--- src/rtl/feeder_pkg.sv ---
package feeder_pkg;

    typedef enum logic [2:0] {
        ST_IDLE  = 3'd0,
        ST_RED1  = 3'd1,
        ST_RED2  = 3'd2,
        ST_FOOD  = 3'd3,
        ST_BLUE1 = 3'd4,
        ST_WATER = 3'd5
    } feeder_state_t;

    typedef enum logic [1:0] {
        PR_NONE = 2'd0,
        PR_RED  = 2'd1,
        PR_BLUE = 2'd2,
        PR_BOTH = 2'd3
    } press_t;

endpackage

--- src/rtl/feeder_press_classify.sv ---
module feeder_press_classify
    import feeder_pkg::*;
(
    input  logic   tick,
    input  logic   red_btn,
    input  logic   blue_btn,
    output press_t press
);

    // A press exists only on an enabled sample.
    always_comb begin
        press = PR_NONE;
        if (tick) begin
            unique case ({red_btn, blue_btn})
                2'b10:   press = PR_RED;
                2'b01:   press = PR_BLUE;
                2'b11:   press = PR_BOTH;
                default: press = PR_NONE;
            endcase
        end
    end

endmodule

--- src/rtl/feeder_seq_fsm.sv ---
module feeder_seq_fsm
    import feeder_pkg::*;
(
    input  logic          clk,
    input  logic          rst,
    input  press_t        press,
    output feeder_state_t cur_state
);

    feeder_state_t nxt_state;

    // State register.
    always_ff @(posedge clk) begin
        if (rst) cur_state <= ST_IDLE;
        else     cur_state <= nxt_state;
    end

    // Transition logic.
    always_comb begin
        nxt_state = cur_state;
        if (press == PR_BOTH) begin
            nxt_state = ST_IDLE;
        end else if (press != PR_NONE) begin
            unique case (cur_state)
                ST_IDLE:  nxt_state = (press == PR_RED) ? ST_RED1 : ST_BLUE1;
                ST_RED1:  nxt_state = (press == PR_RED) ? ST_RED2 : ST_IDLE;
                ST_RED2:  nxt_state = (press == PR_RED) ? ST_FOOD : ST_IDLE;
                ST_BLUE1: nxt_state = (press == PR_BLUE) ? ST_WATER : ST_IDLE;
                ST_FOOD:  nxt_state = ST_IDLE;
                ST_WATER: nxt_state = ST_IDLE;
                default:  nxt_state = ST_IDLE;
            endcase
        end
    end

    assert_hold_idle_R3: assert property (@(posedge clk) disable iff (rst)
        (press == PR_NONE) |=> (cur_state == $past(cur_state)));

    assert_food_entry_R4: assert property (@(posedge clk) disable iff (rst)
        (cur_state == ST_RED2 && press == PR_RED) |=> (cur_state == ST_FOOD));

    assert_water_entry_R5: assert property (@(posedge clk) disable iff (rst)
        (cur_state == ST_BLUE1 && press == PR_BLUE) |=> (cur_state == ST_WATER));

    assert_abort_red_R6: assert property (@(posedge clk) disable iff (rst)
        ((cur_state == ST_RED1 || cur_state == ST_RED2) && press == PR_BLUE)
        |=> (cur_state == ST_IDLE));

    assert_abort_blue_R6: assert property (@(posedge clk) disable iff (rst)
        (cur_state == ST_BLUE1 && press == PR_RED) |=> (cur_state == ST_IDLE));

    assert_cancel_out_R7: assert property (@(posedge clk) disable iff (rst)
        ((cur_state == ST_FOOD || cur_state == ST_WATER) && press != PR_NONE)
        |=> (cur_state == ST_IDLE));

    assert_both_pressed_R8: assert property (@(posedge clk) disable iff (rst)
        (press == PR_BOTH) |=> (cur_state == ST_IDLE));

endmodule

--- src/rtl/feeder_out_decode.sv ---
module feeder_out_decode
    import feeder_pkg::*;
(
    input  logic          clk,
    input  logic          rst,
    input  logic          tick,
    input  feeder_state_t cur_state,
    output logic          food_en,
    output logic          water_en
);

    // Moore outputs.
    always_comb begin
        food_en  = 1'b0;
        water_en = 1'b0;
        unique case (cur_state)
            ST_FOOD:  food_en  = 1'b1;
            ST_WATER: water_en = 1'b1;
            default: ;
        endcase
    end

    assert_no_tick_hold_R2: assert property (@(posedge clk) disable iff (rst)
        !tick |=> ($stable(food_en) && $stable(water_en)));

    assert_outputs_exclusive_R9: assert property (@(posedge clk) disable iff (rst)
        $onehot0({food_en, water_en}));

endmodule

--- src/rtl/pet_feeder_ctrl.sv ---
module pet_feeder_ctrl
    import feeder_pkg::*;
(
    input  logic clk,
    input  logic rst,
    input  logic tick,
    input  logic red_btn,
    input  logic blue_btn,
    output logic food_en,
    output logic water_en
);

    press_t        press;
    feeder_state_t cur_state;

    feeder_press_classify u_classify (
        .tick     (tick),
        .red_btn  (red_btn),
        .blue_btn (blue_btn),
        .press    (press)
    );

    feeder_seq_fsm u_fsm (
        .clk       (clk),
        .rst       (rst),
        .press     (press),
        .cur_state (cur_state)
    );

    feeder_out_decode u_out (
        .clk       (clk),
        .rst       (rst),
        .tick      (tick),
        .cur_state (cur_state),
        .food_en   (food_en),
        .water_en  (water_en)
    );

    assert_reset_idle_R1: assert property (@(posedge clk)
        rst |=> (!food_en && !water_en));

endmodule

--- config.mk ---
export PLATFORM = sky130hd
export DESIGN_NAME = pet_feeder_ctrl
export DESIGN_NICKNAME = d
export VERILOG_FILES = /design/src/rtl/feeder_pkg.sv /design/src/rtl/feeder_press_classify.sv /design/src/rtl/feeder_seq_fsm.sv /design/src/rtl/feeder_out_decode.sv /design/src/rtl/pet_feeder_ctrl.sv
export SDC_FILE = /design/constraint.sdc
export NUM_CORES = 1
export LEC_CHECK = 0
export ABC_AREA = 1
export CORE_AREA = 2 2 39 41
export DETAILED_ROUTE_END_ITERATION = 7
export DIE_AREA = 0 0 41 43
export GPL_ROUTABILITY_DRIVEN = 0
export PLACE_DENSITY_LB_ADDON = 0.2
export SYNTH_ARGS = -nofsm -noshare
export SYNTH_HDL_FRONTEND = slang
export SYNTH_SLANG_ARGS = --single-unit
export TNS_END_PERCENT = 10
--- constraint.sdc ---
create_clock -name clk -period 1.5 [get_ports clk]
set_clock_uncertainty 0.2 [all_clocks]
set_input_delay 0.3 -clock clk [delete_from_list [all_inputs] [get_ports clk]]
set_output_delay 0.3 -clock clk [all_outputs]
set_load 0.02 [all_outputs]
==> out/metrics.json <==
{
  "worst_path_largest_cell_delay": {"value": 0.36, "unit": "ns"},
  "rr_worst_depth": {"value": 8},
  "highest_count_cells_in_the_layout_ignoring_fill_and_taps": {"value": "8 x nand2_1, 6 x nor2_1, 6 x buf_4, 4 x clkdlybuf4s50_1"},
  "grt_start_max_net_pins": {"value": 5},
  "place_area": {"value": 327, "unit": "um^2"},
  "portion_of_the_post_synthesis_area_used_by_sequential_elements": {"value": 28.7, "unit": "%"},
  "cp-start-kind": {"value": "flop"},
  "via_count": {"value": 260},
  "placed_cells": {"value": 63},
  "die_area": {"value": 0.00176, "unit": "mm^2"},
  "clock_latency": {"value": 0.23, "unit": "ns"},
  "hold_slack": {"value": 0.426, "unit": "ns"},
  "report.final.slew_viol_count": {"value": 0},
  "route.detailed.wl_per_inst": {"value": 7.64, "unit": "um"},
  "syn_avg_cell_area": {"value": 5.80, "unit": "um^2"},
  "dpl.hpwl": {"value": 391, "unit": "um"},
  "grt_setup_unrepaired": {"value": "false"},
  "max-slew-margin-rel": {"value": 84.2, "unit": "%"},
  "multiInputGateArea": {"value": 131, "unit": "um^2"},
  "grt_pass1_vias": {"value": 246},
  "ctsHtreeMaxLevel": {"value": 1},
  "crit_cells": {"value": 3},
  "postSynthCellCount": {"value": 36},
  "tritoncts_clock_tree": {"value": "done"},
  "cts_inserted_buffers": {"value": 3},
  "layout.cells.most_common": {"value": "nand2_1"},
  "clkSinkCount": {"value": 3},
  "path_cells": {"value": "inv_2, nor3_1, buf_2"},
  "synth-seq-cells": {"value": 3},
  "area_share_of_fa_ha_maj_cells_after_synthesis": {"value": 0, "unit": "%"},
  "critical_path_class": {"value": "reg2out"},
  "leakagePower": {"value": 0.000157, "unit": "uW"},
  "crit_required": {"value": 1.00, "unit": "ns"},
  "design.portCount": {"value": 7},
  "post_layout_nonfiller_instances": {"value": 67},
  "post-cts-setup-buffers": {"value": 0},
  "synth.yosys.warnings": {"value": 0},
  "row_count": {"value": 14},
  "synth_top_area_cell": {"value": "dfxtp_1"},
  "track_usage": {"value": 8.22, "unit": "%"},
  "largest_register_ff_count": {"value": 3},
  "clockBufferDepth": {"value": 2},
  "max_freq": {"value": 692, "unit": "MHz"},
  "fin_area": {"value": 352, "unit": "um^2"},
  "sequential_cell_area": {"value": 61.3, "unit": "um^2"},
  "dieWidth": {"value": 41, "unit": "um"},
  "synth_compound_gate_area_share": {"value": 16.8, "unit": "%"},
  "synth_area_leaders": {"value": "dfxtp_1 29%, nand2_1 14%, nor2_1 11%"},
  "setup.worst_path.end_class": {"value": "primary output"},
  "status": {"value": "finished clean"},
  "route.antenna.remaining_nets": {"value": 0},
  "critical_path.top_delay_family": {"value": "flip-flops"},
  "synth_xor_area_share": {"value": 0, "unit": "%"},
  "synth_top_family_by_area": {"value": "simple AND/OR/NAND/NOR gates"},
  "fin_crit_sh": {"value": 96.3, "unit": "%"},
  "root_buffer": {"value": "clkbuf_4"},
  "number_of_antenna_violations_at_the_first_check_in_global_routing": {"value": 0},
  "worst_path_buf_inv": {"value": 2},
  "dr.first_iter.drc_count": {"value": 9},
  "timing.hold.worst.start": {"value": "u_fsm.cur_state[2]$_SDFFE_PP0P_"},
  "post_synth_and_or_nand_nor_area_fraction": {"value": 43.7, "unit": "%"},
  "final_layout_size_suffix_gt1_share": {"value": 35.3, "unit": "%"},
  "worst-r2r-setup-slack": {"value": 0.26, "unit": "ns"},
  "layout.nets": {"value": 57},
  "final.fill_count": {"value": 163},
  "drt_wl_total": {"value": 512, "unit": "um"},
  "grt_first_pass_wirelength": {"value": 938, "unit": "um"},
  "timing.critical_path.slowest_stage_cell": {"value": "dfxtp_1"},
  "worstReg2RegEnd": {"value": "u_fsm.cur_state[0]$_SDFFE_PP0P_"},
  "multiplexer_fraction_of_the_synthesized_cell_area": {"value": 0, "unit": "%"},
  "reg2reg_from": {"value": "u_fsm.cur_state[1]$_SDFFE_PP0P_"},
  "drc": {"value": 0},
  "dieHeight": {"value": 43, "unit": "um"},
  "ir_worst_vdd": {"value": 0.160, "unit": "mV"},
  "largest_register_by_flop_count": {"value": "u_fsm.cur_state"},
  "holdPathEnd": {"value": "u_fsm.cur_state[2]$_SDFFE_PP0P_"},
  "detailedRoute.firstPassIterationCount": {"value": 2},
  "maxCapViolations": {"value": 0},
  "core": {"value": 0.00138, "unit": "mm^2"},
  "netlist_area": {"value": 209, "unit": "um^2"},
  "avgViaCountPerCell": {"value": 3.88},
  "critical_path_fanouts_max": {"value": 3},
  "worstPathArrival": {"value": 0.94, "unit": "ns"},
  "final_critical_period": {"value": 1.44, "unit": "ns"},
  "number_of_port_buffers": {"value": 6},
  "worst_setup_hold_path_clk_slew": {"value": 0.04, "unit": "ns"},
  "overflow_left_after_global_routing": {"value": 0},
  "finalSetupViolations": {"value": 0},
  "initial_core_utilization": {"value": 15.1, "unit": "%"},
  "area_growth": {"value": 68.3, "unit": "%"},
  "power-per-cell-area": {"value": 790, "unit": "mW/mm^2"},
  "synth_largest_type_area_fraction": {"value": 28.7, "unit": "%"},
  "least_margin_pin_slew": {"value": 0.237, "unit": "ns"},
  "leading_registers_by_flop_count": {"value": "u_fsm.cur_state (3)"},
  "number_of_antenna_cells_inserted": {"value": 0},
  "setup_total_neg_slack": {"value": 0, "unit": "ns"},
  "syn_nets": {"value": 41},
  "hold_path.class": {"value": "reg2reg"},
  "yosysUniqueCellTypes": {"value": 13},
  "hold_path_depth": {"value": 3},
  "finalHoldViolCount": {"value": 0}
}
-- metrics by stage --
stage	worst slack [ns]	utilization [%]	power, uW
after floorplan	0.101	-	112
after global placement	-0.195	23.6	138
after detailed placement	-0.196	23.6	137
after CTS	0.0251	24.9	281
after global routing	0.00788	25.4	300
final	0.0559	25.4	278
-- cells in the mapped netlist, drive strengths merged --
cell and n:
nand2 10, nor2 7, inv 6, nand3 1, o21ai 1, dfxtp 3
nor3 3, o21bai 1, a21oi 3, o211ai 1
-- power by group --
group | leakage (uW) | switching (uW) | internal, uW
logic | 0.000117 | 25.1 | 25.5
clock network | 0.0000150 | 41.3 | 99.7
registers | 0.0000248 | 2.26 | 84.0
total | 0.000157 | 68.7 | 209
-- worst max-delay path by stage --
| stage | from | to | slack [ns] |
|---|---|---|---|
| 4_1_cts | u_fsm.cur_state[0]$_SDFFE_PP0P_ | water_en | 0.03 |
| 2_1_floorplan | u_fsm.cur_state[2]$_SDFFE_PP0P_ | water_en | 0.10 |
| 6_report | u_fsm.cur_state[1]$_SDFFE_PP0P_ | food_en | 0.06 |
| 3_5_place_dp | u_fsm.cur_state[2]$_SDFFE_PP0P_ | water_en | -0.20 |
| 5_1_grt | u_fsm.cur_state[1]$_SDFFE_PP0P_ | food_en | 0.008 |
| 3_3_place_gp | u_fsm.cur_state[2]$_SDFFE_PP0P_ | water_en | -0.19 |
-- layout make-up --
type	instances	area share, %
clock buffers	4	7.47
inverters	6	6.41
well taps	16	5.69
multi-input cells	27	37.4
repair buffers	11	25.6
flip-flops and latches	3	17.4
-- routing by layer --
metal / routed length, um / share of wire (%) / global-route usage (%) / vias up
met5: 0 / 0 / 0 / -
met4: 0 / 0 / 8.00 / 0
met3: 20 / 3.9 / 1.57 / 0
met2: 230 / 45 / 9.06 / 8
met1: 260 / 51 / 12.1 / 110
li1: - / - / - / 142
-- timing repair --
| item | in CTS | in global routing |
|---|---|---|
| cloned | 0 | 0 |
| hold buffers | 0 | 0 |
| setup endpoints to repair | 2 | 1 |
| gates resized for setup | 11 | 2 |
-- tightest hold or removal path: cells and delay by family (launching register included) --
family / cells / cell delay (ns)
compound gates: 1 / 0.06
buf+inv: 1 / 0.14
flops: 1 / 0.32
simple gates: 1 / 0.06
-- cells by family (layout without fill, tap and decap cells) --
| kind of cell | Yosys count | after routing |
|---|---|---|
| AOI/OAI and AO/OA | 6 | 6 |
| buffers and inverters | 6 | 21 |
| DFF | 3 | 3 |
| and+or+nand+nor | 21 | 21 |
No activity file was read; power rests on OpenSTA's default activity.
